$ cat src/rtl/refsel_pkg.sv
package refsel_pkg;
  typedef enum logic [1:0] {
    SEL_PRI = 2'b00,
    SEL_SEC = 2'b01,
    SEL_INT = 2'b10
  } sel_e;
endpackage

$ cat src/rtl/refsel_win_timer.sv
module refsel_win_timer #(
  parameter int WIN_LEN = 4096
) (
  input  logic clk,
  input  logic rst,
  output logic win_end
);
  localparam int TW = (WIN_LEN > 1) ? $clog2(WIN_LEN) : 1;
  localparam logic [TW-1:0] LAST = TW'(WIN_LEN - 1);

  logic [TW-1:0] cyc_q;

  always_ff @(posedge clk) begin
    if (rst) cyc_q <= '0;
    else if (cyc_q == LAST) cyc_q <= '0;
    else cyc_q <= cyc_q + 1'b1;
  end

  assign win_end = (cyc_q == LAST);
endmodule

$ cat src/rtl/refsel_freq_mon.sv
module refsel_freq_mon #(
  parameter int CNT_W     = 16,
  parameter int FAIL_WINS = 2,
  parameter int GOOD_WINS = 8
) (
  input  logic             clk,
  input  logic             rst,
  input  logic             tick,
  input  logic             win_end,
  input  logic [CNT_W-1:0] nominal,
  input  logic [CNT_W-1:0] limit,
  output logic             healthy
);
  localparam int RUN_MAX = (FAIL_WINS > GOOD_WINS) ? FAIL_WINS : GOOD_WINS;
  localparam int RUN_W   = $clog2(RUN_MAX + 1);
  localparam logic [RUN_W-1:0] FAIL_LAST = RUN_W'(FAIL_WINS - 1);
  localparam logic [RUN_W-1:0] GOOD_LAST = RUN_W'(GOOD_WINS - 1);

  logic [CNT_W-1:0] tally_q;
  logic [CNT_W-1:0] total;
  logic [CNT_W-1:0] dev;
  logic             bad_win;
  logic [RUN_W-1:0] run_q;
  logic             ok_q;

  // Count of the closing window includes a tick arriving in its last cycle
  always_comb begin
    total   = tally_q + {{(CNT_W-1){1'b0}}, tick};
    dev     = (total >= nominal) ? (total - nominal) : (nominal - total);
    bad_win = (dev > limit);
  end

  always_ff @(posedge clk) begin
    if (rst) begin
      tally_q <= '0;
      run_q   <= '0;
      ok_q    <= 1'b0;
    end else if (win_end) begin
      tally_q <= '0;
      if (ok_q) begin
        if (!bad_win) run_q <= '0;
        else if (run_q == FAIL_LAST) begin
          ok_q  <= 1'b0;
          run_q <= '0;
        end else run_q <= run_q + 1'b1;
      end else begin
        if (bad_win) run_q <= '0;
        else if (run_q == GOOD_LAST) begin
          ok_q  <= 1'b1;
          run_q <= '0;
        end else run_q <= run_q + 1'b1;
      end
    end else begin
      tally_q <= total;
    end
  end

  assign healthy = ok_q;
endmodule

$ cat src/rtl/refsel_fsm.sv
module refsel_fsm
  import refsel_pkg::*;
(
  input  logic       clk,
  input  logic       rst,
  input  logic       pri_ok,
  input  logic       sec_ok,
  input  logic       cmd_valid,
  input  logic [1:0] cmd_sel,
  output logic [1:0] sel,
  output logic       evt,
  output logic       err
);
  sel_e sel_q, sel_n;
  logic pinned_q, pinned_n;
  logic err_q, err_n;
  logic evt_q;

  function automatic sel_e best_src(input logic p_ok, input logic s_ok);
    if (p_ok) return SEL_PRI;
    if (s_ok) return SEL_SEC;
    return SEL_INT;
  endfunction

  always_comb begin
    sel_n    = sel_q;
    pinned_n = pinned_q;
    err_n    = err_q;
    // user path
    if (cmd_valid) begin
      case (cmd_sel)
        2'b00: if (pri_ok) begin sel_n = SEL_PRI; pinned_n = 1'b0; end
               else err_n = 1'b1;
        2'b01: if (sec_ok) begin sel_n = SEL_SEC; pinned_n = 1'b1; end
               else err_n = 1'b1;
        2'b10: begin sel_n = SEL_INT; pinned_n = 1'b1; end
        default: err_n = 1'b1;
      endcase
    end
    // monitor path: a pinned source that failed drops back to automatic
    if ((sel_n == SEL_PRI && !pri_ok) || (sel_n == SEL_SEC && !sec_ok))
      pinned_n = 1'b0;
    if (!pinned_n) sel_n = best_src(pri_ok, sec_ok);
  end

  always_ff @(posedge clk) begin
    if (rst) begin
      sel_q    <= SEL_INT;
      pinned_q <= 1'b0;
      err_q    <= 1'b0;
      evt_q    <= 1'b0;
    end else begin
      sel_q    <= sel_n;
      pinned_q <= pinned_n;
      err_q    <= err_n;
      evt_q    <= (sel_n != sel_q);
    end
  end

  assign sel = sel_q;
  assign evt = evt_q;
  assign err = err_q;
endmodule

$ cat src/rtl/refclk_selector.sv
module refclk_selector #(
  parameter int WIN_LEN   = 4096,
  parameter int CNT_W     = 16,
  parameter int FAIL_WINS = 2,
  parameter int GOOD_WINS = 8
) (
  input  logic             clk,
  input  logic             rst,
  input  logic             pri_tick,
  input  logic             sec_tick,
  input  logic [CNT_W-1:0] cfg_nominal,
  input  logic [CNT_W-1:0] cfg_limit,
  input  logic             cmd_valid,
  input  logic [1:0]       cmd_sel,
  output logic [1:0]       sel_out,
  output logic             switch_evt,
  output logic [1:0]       health,
  output logic             cmd_err
);
  localparam int NREF = 2;

  logic            win_end;
  logic [NREF-1:0] ticks;
  logic [NREF-1:0] ok;

  assign ticks = {sec_tick, pri_tick};

  refsel_win_timer #(.WIN_LEN(WIN_LEN)) u_timer (
    .clk(clk), .rst(rst), .win_end(win_end)
  );

  for (genvar g = 0; g < NREF; g++) begin : g_mon
    refsel_freq_mon #(
      .CNT_W(CNT_W), .FAIL_WINS(FAIL_WINS), .GOOD_WINS(GOOD_WINS)
    ) u_mon (
      .clk(clk), .rst(rst), .tick(ticks[g]), .win_end(win_end),
      .nominal(cfg_nominal), .limit(cfg_limit), .healthy(ok[g])
    );
  end

  refsel_fsm u_fsm (
    .clk(clk), .rst(rst), .pri_ok(ok[0]), .sec_ok(ok[1]),
    .cmd_valid(cmd_valid), .cmd_sel(cmd_sel),
    .sel(sel_out), .evt(switch_evt), .err(cmd_err)
  );

  assign health = ok;
endmodule

$ cat config.mk
export PLATFORM = sky130hd
export DESIGN_NAME = refclk_selector
export DESIGN_NICKNAME = d
export VERILOG_FILES = /design/src/rtl/refsel_pkg.sv /design/src/rtl/refsel_win_timer.sv /design/src/rtl/refsel_freq_mon.sv /design/src/rtl/refsel_fsm.sv /design/src/rtl/refclk_selector.sv
export SDC_FILE = /design/constraint.sdc
export NUM_CORES = 1
export LEC_CHECK = 0
export ABC_CLOCK_PERIOD_IN_PS = 6150
export BUFFER_PORTS_ARGS = -buffer_cell sky130_fd_sc_hd__buf_2
export CORE_MARGIN = 4
export CORE_UTILIZATION = 40
export DETAILED_ROUTE_END_ITERATION = 8
export SYNTH_ARGS = -nofsm -noshare
export SYNTH_HDL_FRONTEND = slang
export SYNTH_SLANG_ARGS = --single-unit
$ cat constraint.sdc
create_clock -name clk -period 6.15 [get_ports clk]
set_input_delay 0.615 -clock clk [delete_from_list [all_inputs] [get_ports clk]]
set_output_delay 0.615 -clock clk [all_outputs]
set_load 0.01 [all_outputs]
# After elaboration in Yosys (flattened, before gate mapping)
# Index checks and enable logic that the tools add are counted.
word_totals:
  ff_bits: 59
classes:
  addsub: 9
  magnitude_cmp: 4
  n_eq_ne: 11
  mux: 44
  n_bitwise: 1
  n_reduce_logical: 9
ops:
  columns: ["operator", "n"]
  rows:
  - ["16-bit subtractor", 4]
  - ["4-bit 2-to-1 mux", 10]
  - ["16-bit by 1-bit adder with 16-bit output", 2]
  - ["16-bit greater-or-equal comparator", 2]
  - ["16-bit greater-than comparator", 2]
  - ["16-bit 2-to-1 mux", 2]
  - ["1-bit 2-to-1 mux", 21]
  - ["2-bit 2-to-1 mux", 8]
  - ["12-bit by 1-bit adder with 12-bit output, second input constant", 1]
  - ["12-bit == test, second input constant", 1]
  - ["4-bit by 1-bit adder with 4-bit output, second input constant", 2]
  - ["4-bit by 1-bit == test with 1-bit output, second input constant", 2]
  - ["4-bit by 3-bit == test with 1-bit output, second input constant", 2]
  - ["1-bit one-hot mux with 3 select lines", 2]
  - ["2-bit one-hot mux with 3 select lines", 1]
  - ["2-bit by 1-bit == test with 1-bit output, second input constant", 2]
  - ["2-bit logical NOT", 2]
  - ["2-bit inequality test, second input constant", 2]
  - ["4-bit AND reduction", 1]
  - ["2-bit == test, second input constant", 1]
  - ["1-bit logical AND", 2]
  - ["1-bit logical NOT", 2]
  - ["2-bit inequality test", 1]
  - ["2-bit OR reduction", 1]
  - ["other kinds (2)", 2]

# Logic depth before layout (Yosys ltp)
# Gate-level depths: netlist of run 1.
logic_depth:
  ltp_word: 14
  ltp_mapped: 27
  depth_no_buf: 25

# Cells and area by module
# From an unflattened synthesis of run 1, not the netlist that was laid out.
hier_totals:
  hier_cells: 895
  area_unflattened_um2: 6867.8
by_module_without_submodules:
  columns: ["mod", "instances", "cells_each", "area_each_um2", "seq_area_each_um2"]
  rows:
  - ["refsel_freq_mon at g_mon[0].u_mon", 1, 405, 3030.4, 420.4]
  - ["refsel_freq_mon at g_mon[1].u_mon", 1, 386, 2930.3, 420.4]
  - ["refsel_win_timer", 1, 64, 559.3, 240.2]
  - ["refsel_fsm", 1, 40, 347.8, 100.1]

# Worst setup path after synthesis of run 1
# No wires, ideal clock.
synth_path:
  kind: "in2reg"
  start: "in sec_tick"
  end: "reg g_mon[1].u_mon.run_q[2]"
  setup_ps: 86
  arrival_ps: 5201
  required_time_ps: 6064
  path_slack_ps: 863
  path_stages: 25
  path_buffers: 2
  path_cell_list: "ha_1 ha_1 and3_1 nand4_1 xor2_1 inv_1 ha_1 buf_2 and2_4 nand3_2 or3_1 nand3_2 buf_4 mux2_1 a41oi_1 xnor2_1 ha_1 nand4_1 nor2_1 nand2_1 or2_2 o21ai_0 nor3_1 o41a_1 a211oi_1"
synth_between:
  elab_chain_len: 6
synth_lines:
  columns: ["element", "line", "text"]
  rows:
  - ["start, declared", "refclk_selector.sv:10", "input logic sec_tick,"]
  - ["16-bit by 1-bit adder with 16-bit output (*)", "refsel_freq_mon.sv:28", "total = tally_q + {{(CNT_W-1){1'b0}}, tick};"]
  - ["via g_mon[1].u_mon.total[10]", "refsel_freq_mon.sv:20", "logic [CNT_W-1:0] total;"]
  - ["16-bit subtractor / 16-bit greater-or-equal comparator (equally long branches)", "refsel_freq_mon.sv:29", "dev = (total >= nominal) ? (total - nominal) : (nominal - total);"]
  - ["16-bit 2-to-1 mux (*)", "refsel_freq_mon.sv:29", null]
  - ["16-bit greater-than comparator (*)", "refsel_freq_mon.sv:30", "bad_win = (dev > limit);"]
  - ["4-bit 2-to-1 mux, on equally long branches", "refsel_freq_mon.sv:47, refsel_freq_mon.sv:41", null]
  - ["4-bit 2-to-1 mux (*)", "refsel_freq_mon.sv:40", "if (ok_q) begin"]
  - ["end signal, assigned", "refsel_freq_mon.sv:45", "end else run_q <= run_q + 1'b1;"]
  - ["end signal, assigned", "refsel_freq_mon.sv:51", "end else run_q <= run_q + 1'b1;"]
  - ["end, declared", "refsel_freq_mon.sv:23", "logic [RUN_W-1:0] run_q;"]
# Mark *: on every way through the listed nets, which the timed path passes. The rest lies on a longest branch.
# A chain may end at the register's enable or synchronous reset.

# Worst setup path after layout of run 1
layout_path:
  start: "reg g_mon[1].u_mon.tally_q[2]"
  end: "reg g_mon[1].u_mon.run_q[2]"
layout_between:
  elab_chain_len: 6
layout_lines:
  columns: ["element", "line", "text"]
  rows:
  - ["start, declared", "refsel_freq_mon.sv:19", "logic [CNT_W-1:0] tally_q;"]
  - ["start signal, assigned", "refsel_freq_mon.sv:54", "tally_q <= total;"]
  - ["16-bit by 1-bit adder with 16-bit output (*)", "refsel_freq_mon.sv:28", null]
  - ["via g_mon[1].u_mon.total[13]", "refsel_freq_mon.sv:20", null]
  - ["16-bit subtractor / 16-bit greater-or-equal comparator (equally long branches)", "refsel_freq_mon.sv:29", null]
  - ["16-bit 2-to-1 mux (*)", "refsel_freq_mon.sv:29", null]
  - ["16-bit greater-than comparator (*)", "refsel_freq_mon.sv:30", null]
  - ["4-bit 2-to-1 mux, on equally long branches", "refsel_freq_mon.sv:47, refsel_freq_mon.sv:41", null]
  - ["4-bit 2-to-1 mux (*)", "refsel_freq_mon.sv:40", null]
# Marks and branches as above.

==> results.txt, run 1 <==
Reg2Reg Setup Slack: 0.39 ns
Cell area after layout: 0.00750 sq mm
Post-DRT Antenna Nets: 0
Status: complete, no violations
RR Startpoint: g_mon[1].u_mon.tally_q[2]
Synth Register Bits: 59
R2R cell count: 27
Site Rows: 46
Dpl hpwl: 14,800 um
Relative slew slack: 56.7%
Cell taking the most area after synthesis: ha_1
Clk slew on worst S/H paths: 0.06 ns
Commonest register cell after synthesis: dfxtp_1
Slew @ Worst Pin: 0.646 ns
Vias per cell: 5.33
Core area: 0.0160 sq mm
Most common cell after layout, fill and taps aside: ha_1
Post-Syn Instances: 856
RR Endpoint: g_mon[1].u_mon.run_q[2]
Inst Count DP: 1,117
Placed cell area: 0.00716 sq mm
Max-cap violations: 0
Clock latency on the worst-skew pair: 0.34 ns
Synth Warn #: 0
Crit Path Max Fanout: 7
WL final: 17,800 um
GR Layer Usage met2: 31.4%
Hold path cells: 1
Most frequent cells in the layout: ha_1 (102), nor2_1 (93), inv_1 (85)
Post-synthesis sequential area ratio: 17.9%
Global-route wire length before repair: 28,700 um
Worst hold endpoint: u_timer.cyc_q[0]
Net Sw Frac: 31.6%
Crit path launch type: flip-flop
CTS tree: yes
Initial Util: 41.3%
Ports: 45
Comb pwr share: 26.1%
Global route total overflow: 0
Initial antenna violation count: 0
DRT iter0 DRCs: 418
Vias in the first global route: 5,815
DIE HEIGHT: 136 um
Met1 Use GR: 26.7%
Maximum VDD drop: 0.116 mV
Required @ worst endpoint: 6.40 ns
Input/output buffers: 44
WL/cell: 15.7 um
CTS buffer count: 9
Clock power frac: 42.3%
Largest cells by area after synthesis: ha_1 (20%), dfxtp_1 (18%), nor2_1 (5.3%)
Synth Area per Inst: 7.71 sq um
Sw Pwr: 0.392 mW
Grt peak-use layer: met2
Die area: 0.0186 sq mm
Layout cells sized above 1: 13.2%
Finished Layout Cells: 1,136
Post-synth net total: 1,002
Fin crit period: 5.76 ns
Synth cell types: 77
CTS Root Cell: clkbuf_16
RSZ-0062 raised after global routing: no
Die width: 136 um
Sequential power share: 31.6%
Setup Skew: 0.00980 ns
Cell area after synthesis: 0.00660 sq mm
Final Core Density: 46.9%
Final Hold Fails: 0
Power Density: 165 mW/mm^2
Setup Crit Path Kind: reg2reg
Fin nets: 1,061
Min-delay worst type: reg2reg
Share of the synthesized area in the top cell type: 19.5%
Gpl congestion: 0.918
Largest net degree at the start of global routing: 27
CTS sink cnt: 59
H-tree depth: 3
Internal Pwr Total: 0.847 mW
Total GRT Usage: 19.4%
Final Setup Violations: 0
Global Route met3 Usage: 2.44%
Final period util: 93.6%
Vias: 6,060
Hold buffers post-CTS: 0
P&R area growth vs syn: 13.6%
Clock tree buffer depth: 2
Post-synth EDFFs: 0
WP data arrival: 6.01 ns
Pleak: 3.59 nW
DRC Markers: 0
HP Start: u_timer.cyc_q[0]
Ant. Diodes: 0
Ys async rst share: 0%
Worst Setup End Kind: flip-flop
DRT Pass-1 Iters: 5
F_max: 0.174 GHz
Fin Setup TNS: 0 ns
Max Slew Vio Count: 0
-- metrics by stage --
stage	power, mW	setup slack (ns)	hold slack, ns
global route	1.31	0.0752	0.519
global placement	0.721	-0.118	0.450
detailed placement	0.721	-0.0954	0.456
finish	1.24	0.393	0.464
CTS	1.25	0.242	0.465
floorplan	0.627	0.863	0.430
-- cell families (layout without fill, tap and decap cells) --
kind of cell    after synthesis  in the layout  synth area share (%)
mux                          17             17                  2.65
flops                        59             59                  17.9
simple gates                278            278                  20.6
buf+inv                     113            177                  7.11
compound gates              213            213                  21.8
fa+ha+maj                   107            107                  20.7
xor+xnor                     69             69                  9.15
-- synth_stat cells (all sizes together) (4+ instances only) --
master and number:
fa 4, a21o 31, nand4 20, o21bai 4, a31oi 6, clkbuf 10
xnor2 33, nor2 93, o22ai 6, a211oi 12, nor2b 15, inv 86
and3 14, nor4 5, buf 17, a21oi 57, o211ai 11, nand3 29
or2 5, ha 103, and2 10, nand2 55, mux2 4, mux2i 13
nor3 14, xor2 36, dfxtp 59, nand2b 8, o21a 12, o21ai 40
-- per-layer routing --
layer / share of wire [%] / wire length [um]
met5: 0 / 0
met3: 4.3 / 757
met4: 2.7 / 483
met2: 44 / 7800
met1: 49 / 8770
-- final cells by class --
class                           instances  area, sq um
Fill cell                            1646         8500
Multi-Input combinational cell        684         4970
Sequential cell                        59         1180
Timing Repair Buffer                   75          453
Inverter                               86          323
Tap cell                              216          270
Clock buffer                            9          225
Clock inverter                          7         81.3
-- critical path, cell delays in order (launching register included) --
cell      delay (ns)
dfxtp_1         0.38
nand3_1         0.12
nor2_1          0.21
nand4_1         0.21
or2_2           0.38
nor2_1          0.14
xnor2_1         0.17
inv_1           0.07
ha_1            0.36
o21a_1          0.20
o21ai_0         0.25
a211oi_1        0.15
nor3_4          0.19
buf_4           0.19
buf_4           0.12
mux2i_1         0.25
nand3_1         0.18
a221oi_2        0.30
ha_1            0.15
nand3_1         0.10
nor2_1          0.11
nand2_1         0.06
or2_2           0.28
o21ai_0         0.14
nor3_1          0.08
buf_4           0.16
o41a_1          0.45
a211oi_1        0.25
-- registers in the layout (all words and copies together) (netlist names) --
signal,count
g_mon.u_mon.tally_q,32
u_timer.cyc_q,12
g_mon.u_mon.run_q,8
g_mon.u_mon.healthy,2
u_fsm.sel,2
u_fsm.err,1
u_fsm.evt,1
u_fsm.pinned_q,1
-- worst max path at each step --
stage / slack, ns / startpoint / cells after the start / end
after floorplan: 0.86 / sec_tick / 25 / g_mon[1].u_mon.run_q[2]
after global placement: -0.12 / pri_tick / 24 / g_mon[0].u_mon.run_q[1]
after detailed placement: -0.1 / pri_tick / 24 / g_mon[0].u_mon.run_q[1]
after CTS: 0.24 / pri_tick / 24 / g_mon[0].u_mon.run_q[1]
after global routing: 0.08 / g_mon[1].u_mon.tally_q[2] / 26 / g_mon[1].u_mon.run_q[2]
final: 0.39 / g_mon[1].u_mon.tally_q[2] / 27 / g_mon[1].u_mon.run_q[2]
-- power by group through the flow --
stage	sequential [mW]	combinational [mW]	clock (mW)
after floorplan	0.399	0.228	0
after global placement	0.400	0.321	0
after detailed placement	0.400	0.321	0
after CTS	0.391	0.323	0.537
after global routing	0.392	0.368	0.553
final	0.391	0.324	0.524
-- repair_timing --
item	CTS	global route
gates resized for setup	0	4
setup buffers	0	3
endpoints found under the setup margin	0	7
hold endpoints to repair	0	0
Note: power is estimated with default switching activity, not from simulation.
==> run 2, diff against run 1 <==
--- a/config.mk
+++ b/config.mk
@@ -8,8 +8,9 @@
 export ABC_CLOCK_PERIOD_IN_PS = 6150
 export BUFFER_PORTS_ARGS = -buffer_cell sky130_fd_sc_hd__buf_2
 export CORE_MARGIN = 4
-export CORE_UTILIZATION = 40
+export CORE_UTILIZATION = 63
 export DETAILED_ROUTE_END_ITERATION = 8
+export PLACE_DENSITY = 0.83
 export SYNTH_ARGS = -nofsm -noshare
 export SYNTH_HDL_FRONTEND = slang
 export SYNTH_SLANG_ARGS = --single-unit
==> results.txt, run 2 (same netlist as run 1, synthesis figures left out) <==
CTS buffer count: 9 (unchanged)
Dpl hpwl: 14,600 um (-1.2%)
Final Setup Violations: 0 (unchanged)
Status: complete, no violations
Site Rows: 37 (-20%)
RR Endpoint: g_mon[1].u_mon.run_q[2]
WL/cell: 16.6 um (+5.9%)
Required @ worst endpoint: 6.43 ns (+0.03 ns)
Vias per cell: 5.94 (+11%)
Max-cap violations: 0 (unchanged)
CP delay by family, top: simple AND/OR/NAND/NOR gates
Setup Crit Path Kind: in2reg
WL final: 17,500 um (-1.7%)
Power Density: 142 mW/mm^2 (-14%)
H-tree depth: 3 (unchanged)
DRC Markers: 0 (unchanged)
CP Capture Point: g_mon[0].u_mon.run_q[3]
CTS sink cnt: 59 (unchanged)
Fin worst setup slack: 0.419 ns (+0.0261 ns)
Worst Setup End Kind: flip-flop
DIE HEIGHT: 110 um (-19%)
Slew @ Worst Pin: 0.614 ns (-0.0325 ns)
Max Slew Vio Count: 0 (unchanged)
Global-route wire length before repair: 28,600 um (-0.48%)
Max FFs per register: 32 (unchanged)
Input/output buffers: 44 (unchanged)
Worst path most repeated cell: ha_1
Layout cells sized above 1: 13.4% (+0.25 points)
Fin crit period: 5.73 ns (-0.0261 ns)
F_max: 0.174 GHz (+0.46%)
Clock latency on the worst-skew pair: 0.36 ns (+0.02 ns)
Initial Util: 64.2% (+23 points)
Post-Place Worst Slack: -0.283 ns (-0.188 ns)
Maximum VDD drop: 0.172 mV (+48%)
Worst Path Buf+Inv: 2 (-2)
Clock tree buffer depth: 2 (unchanged)
Crit path launch type: input pin
Final Hold Fails: 0 (unchanged)
CTS Root Cell: clkbuf_8
Post-DRT Antenna Nets: 0 (unchanged)
Pleak: 3.53 nW (-1.7%)
Final Core Density: 71.0% (+24 points)
Initial antenna violation count: 0 (unchanged)
Global route total overflow: 0 (unchanged)
Fin nets: 1,060 (-0.094%)
Vias: 6,263 (+3.3%)
DRT Pass-1 Iters: 5 (unchanged)
Finished Layout Cells: 1,054 (-7.2%)
Crit Path Max Fanout: 10 (+3)
Critical Path Stages: 24 (-11%)
CTS tree: yes
Clk slew on worst S/H paths: 0.06 ns (about the same)
CP max stage cell: ha_2
Largest net degree at the start of global routing: 31 (+15%)
Final period util: 93.2% (-0.42 points)
Min-delay worst type: reg2reg
CP cell instances: buf_2, ha_1, ha_1, and2_1, nand2_1, xor2_1, inv_1, ha_2, nand2_1, o21ai_0, a21oi_2, a21o_1, nand2_2, mux2_2, a211oi_2, xnor2_1, ha_1, nand4_1, or2_2, nor3_2, nor2_1, nor4_2, o22ai_1, a21oi_1
Reg2Reg Setup Slack: 0.43 ns (+0.04 ns)
Die width: 110 um (-19%)
Largest regs: g_mon.u_mon.tally_q: 32 flops, u_timer.cyc_q: 12 flops, g_mon.u_mon.run_q: 8 flops
CP max stage delay: 0.45 ns (about the same)
P&R area growth vs syn: 10.5%
DRT iter0 DRCs: 460 (+10%)
Relative slew slack: 58.7% (+2.0 points)
RR Startpoint: g_mon[1].u_mon.tally_q[2]
Most frequent cells in the layout: ha_1 (101), nor2_1 (92), inv_1 (85)
Vias in the first global route: 6,065 (+4.3%)
Fillers: 899 (-45%)
Ant. Diodes: 0 (unchanged)
Total GRT Usage: 30.2% (+11 points)
Hold path cells: 1 (unchanged)
Setup Skew: 0.0115 ns (+0.00170 ns)
Reg with most FFs: g_mon.u_mon.tally_q
Gpl congestion: 0.991 (+8.0%)
R2R cell count: 25 (-7.4%)
Inst Count DP: 1,038 (-7.1%)
Core area: 0.0103 sq mm (-36%)
Die area: 0.0122 sq mm (-35%)
Most common cell after layout, fill and taps aside: ha_1
Ports: 45 (unchanged)
Critical Path Start: pri_tick
Fin Setup TNS: 0 ns (unchanged)
WP data arrival: 6.01 ns (about the same)
[run 2: changes by cell type in the layout (fill, tap and decap cells not counted), moves of 2 or more]
cell       previous run  this run
clkbuf_8              0        11
buf_4                31        29
clkbuf_16             9         0
clkinv_2              0         2
inv_6                 4         0
[run 2: repair_timing]
item / 4_1_cts / 5_1_grt
setup buffers: 0 / 1
endpoints found under the setup margin: 0 / 9
hold buffers: 0 / 0
endpoints found under the hold margin: 0 / 0
gates resized for setup: 0 / 9
[run 2: worst register-to-register path, delay by kind of cell (launching register included)]
kind / cells / cell delay [ns]
buf+inv: 3 / 0.45
xor+xnor: 2 / 0.38
mux: 1 / 0.26
flops: 1 / 0.40
simple gates: 13 / 2.36
compound gates: 4 / 1.18
fa+ha+maj: 2 / 0.60
[run 2: cell type report]
cell class / instances / area (sq um) / share of cell area, %
Multi-Input combinational cell: 684 / 4980 / 68.3
Sequential cell: 59 / 1180 / 16.2
Timing Repair Buffer: 74 / 458 / 6.28
Inverter: 86 / 323 / 4.43
Tap cell: 136 / 170 / 2.33
Clock buffer: 11 / 151 / 2.08
Clock inverter: 4 / 26.3 / 0.360
[run 2: worst min path at each step]
stage                startpoint               end  slack [ns]
6_report       u_timer.cyc_q[0]  u_timer.cyc_q[0]        0.46
5_1_grt        u_timer.cyc_q[0]  u_timer.cyc_q[0]        0.49
4_1_cts        u_timer.cyc_q[0]  u_timer.cyc_q[0]        0.47
3_5_place_dp   u_timer.cyc_q[0]  u_timer.cyc_q[0]        0.45
3_3_place_gp   u_timer.cyc_q[0]  u_timer.cyc_q[0]        0.44
2_1_floorplan  u_timer.cyc_q[0]  u_timer.cyc_q[0]        0.43
[run 2: per-stage QoR]
step	hold slack [ns]	cell area (sq um)	total power [mW]
after floorplan	0.430	6600	0.627
after global placement	0.443	7060	0.714
after detailed placement	0.453	7060	0.717
after CTS	0.469	7240	1.04
after global routing	0.488	7290	1.10
final	0.462	7290	1.03
[run 2: routing by layer]
layer | part of all wire [%] | vias up | track usage [%]
met5 | 0 | - | 0
met4 | 4.3 | 0 | 16.2
met3 | 6.5 | 55 | 4.48
met2 | 46 | 251 | 49.0
met1 | 44 | 2849 | 38.5
li1 | - | 3108 | -
[run 2: power breakdown]
group          switching, mW  internal [mW]  leakage (nW)
Combinational          0.187          0.139          2.96
Sequential           0.00377          0.388         0.477
Clock                  0.151          0.165        0.0912
Total                  0.341          0.691          3.53
==> run 3, diff against run 2 <==
--- a/config.mk
+++ b/config.mk
@@ -5,12 +5,12 @@
 export SDC_FILE = /design/constraint.sdc
 export NUM_CORES = 1
 export LEC_CHECK = 0
-export ABC_CLOCK_PERIOD_IN_PS = 6150
+export ABC_CLOCK_PERIOD_IN_PS = 7100
 export BUFFER_PORTS_ARGS = -buffer_cell sky130_fd_sc_hd__buf_2
 export CORE_MARGIN = 4
-export CORE_UTILIZATION = 63
+export CORE_UTILIZATION = 68
 export DETAILED_ROUTE_END_ITERATION = 8
-export PLACE_DENSITY = 0.83
+export PLACE_DENSITY = 0.88
 export SYNTH_ARGS = -nofsm -noshare
 export SYNTH_HDL_FRONTEND = slang
 export SYNTH_SLANG_ARGS = --single-unit
==> constraint.sdc (replaced) <==
create_clock -name clk -period 7.1 [get_ports clk]
set_input_delay 0.71 -clock clk [delete_from_list [all_inputs] [get_ports clk]]
set_output_delay 0.71 -clock clk [all_outputs]
set_load 0.01 [all_outputs]
==> results.txt, run 3 (same netlist as run 1, synthesis figures left out) <==
Status: complete, no violations
Comb pwr share: 31.3% (-0.2 points)
DRT iter0 DRCs: 481 (+4.6%)
Largest regs: g_mon.u_mon.tally_q: 32 flops, u_timer.cyc_q: 12 flops, g_mon.u_mon.run_q: 8 flops
Maximum VDD drop: 0.137 mV (-20%)
Fin crit period: 6.40 ns
DRC Markers: 0 (unchanged)
Pleak: 3.40 nW (-3.7%)
DIE HEIGHT: 107 um (-3.5%)
Clock tree buffer depth: 2 (unchanged)
Met1 Use GR: 42.6% (+4.1 points)
Worst path most repeated cell: ha_1
Clock latency on the worst-skew pair: 0.35 ns (about the same)
Reg with most FFs: g_mon.u_mon.tally_q
Dpl hpwl: 15,300 um (+4.8%)
Core area: 0.00933 sq mm (-9.2%)
Largest net degree at the start of global routing: 39 (+26%)
Post-DRT Antenna Nets: 0 (unchanged)
Vias in the first global route: 6,237 (+2.8%)
Sw Pwr: 0.319 mW (-6.5%)
DRT Pass-1 Iters: 7 (+2)
Final period util: 90.1%
Worst Setup End Kind: flip-flop
CTS Root Cell: clkbuf_8
H-tree depth: 3 (unchanged)
Power Density: 128 mW/mm^2 (-9.7%)
Crit Path Max Fanout: 11 (+1)
Input/output buffers: 44 (unchanged)
Vias: 6,362 (+1.6%)
Reg2Reg Setup Slack: 0.71 ns (+0.28 ns)
Ports: 45 (unchanged)
CTS tree: yes
F_max: 0.156 GHz
WP data arrival: 6.67 ns (+0.66 ns)
PostCTS Resize Cnt: 0 (unchanged)
P&R area growth vs syn: 6.48%
Ant. Diodes: 0 (unchanged)
Final Hold Fails: 0 (unchanged)
Initial Util: 70.8% (+6.5 points)
Site Rows: 35 (-5.4%)
Hold Worst Slack: 0.489 ns (+0.0268 ns)
RR Endpoint: g_mon[1].u_mon.run_q[0]
Max-cap violations: 0 (unchanged)
Setup Skew: 0.0151 ns (+0.00356 ns)
GR Layer Usage met2: 58.4% (+9.3 points)
Die width: 107 um (-3.5%)
Crit path launch type: input pin
Fin Setup TNS: 0 ns (unchanged)
Required @ worst endpoint: 7.38 ns (+0.95 ns)
Hold buffers post-CTS: 0 (unchanged)
R2R cell count: 24 (-4.0%)
Slew @ Worst Pin: 0.853 ns (+0.239 ns)
Max FFs per register: 32 (unchanged)
Die area: 0.0113 sq mm (-6.8%)
RR Startpoint: g_mon[1].u_mon.tally_q[2]
Post-CTS setup buffer count: 0 (unchanged)
Fin nets: 1,032 (-2.6%)
Clk slew on worst S/H paths: 0.07 ns (about the same)
Sequential power share: 37.7% (-0.2 points)
Min-delay worst type: reg2reg
Clock power frac: 31.0% (+0.4 points)
WL/cell: 18.3 um (+9.9%)
RSZ-0062 raised after global routing: no
WL final: 18,600 um (+6.4%)
Max Slew Vio Count: 0 (unchanged)
CTS buffer count: 9 (unchanged)
Internal Pwr Total: 0.580 mW (-16%)
Layout cells sized above 1: 9.88% (-3.5 points)
Hold path cells: 2 (+1)
Relative slew slack: 43.0% (-16 points)
CP cell instances: buf_2, ha_1, ha_1, and2_1, nand2_1, xor2_1, inv_1, ha_1, nand4_1, a211oi_1, o21ai_1, a21oi_1, nor2_1, o311a_1, a211oi_2, xnor2_1, ha_1, nand4_1, or2_2, nor3_1, a211oi_1, nor4_1, o21ai_0, a21oi_1
Initial antenna violation count: 0 (unchanged)
CP max stage cell: nor4_1
Total GRT Usage: 33.5% (+3.3 points)
Global-route wire length before repair: 30,600 um (+7.0%)
Vias per cell: 6.24 (+5.0%)
Global route total overflow: 0 (unchanged)
Setup Crit Path Kind: in2reg
Most common cell after layout, fill and taps aside: ha_1
Gpl congestion: 0.938 (-5.3%)
CP max stage delay: 0.49 ns (+0.04 ns)
Worst hold endpoint: u_fsm.err
Fillers: 710 (-21%)
HP Start: u_fsm.err
CTS sink cnt: 59 (unchanged)
Net Sw Frac: 35.5% (+2.5 points)
Most frequent cells in the layout: ha_1 (103), nor2_1 (93), inv_1 (85)
Global Route met3 Usage: 3.40% (-1.1 points)
Final Setup Violations: 0 (unchanged)
Grt peak-use layer: met2
[run 3: power groups by stage]
stage	Sequential [mW]	Clock, mW	Combinational (mW)
final	0.339	0.278	0.282
after global routing	0.339	0.299	0.314
after CTS	0.339	0.282	0.276
after detailed placement	0.347	0	0.274
after global placement	0.346	0	0.262
after floorplan	0.346	0	0.198
[run 3: how the worst max path moves through the flow]
stage                                          to  cells past startpoint  slack (ns)                      start
final                     g_mon[0].u_mon.run_q[1]                     24        0.70                   pri_tick
after global placement    g_mon[0].u_mon.run_q[1]                     24        0.61                   pri_tick
after global routing      g_mon[0].u_mon.run_q[1]                     24        0.29                   pri_tick
after CTS                 g_mon[1].u_mon.run_q[0]                     24        0.80  g_mon[1].u_mon.tally_q[2]
after detailed placement  g_mon[0].u_mon.run_q[1]                     24        0.45                   pri_tick
after floorplan           g_mon[1].u_mon.run_q[2]                     25        1.72                   sec_tick
[run 3: cell type report]
class                           instances  area, sq um  area share, %
Clock inverter                          7         53.8          0.765
Sequential cell                        59         1180           16.8
Multi-Input combinational cell        684         4950           70.4
Inverter                               86          323           4.59
Clock buffer                            9          124           1.76
Tap cell                              129          161           2.30
Timing Repair Buffer                   46          235           3.35
[run 3: worst max-delay path, delay by kind of cell]
kind,cells,cell delay (ns)
fa+ha+maj,4,1.22
simple gates,8,2.18
buf+inv,2,0.20
xor+xnor,2,0.35
compound gates,8,2.00
[run 3: metal layers]
metal / share of wire, % / wire length, um
met5: 0 / 0
met4: 3.3 / 610
met3: 6.5 / 1210
met2: 48 / 8920
met1: 42 / 7880
[run 3: stage by stage]
stage	area, sq um	power [mW]	std cells	worst slack, ns	util [%]
global route	7030	0.952	1020	0.287	75.4
CTS	7030	0.896	1020	0.805	75.4
detailed placement	6850	0.621	1004	0.452	73.5
floorplan	6600	0.543	856	1.72	-
finish	7030	0.899	1020	0.702	75.4
global placement	6850	0.608	1004	0.610	73.5
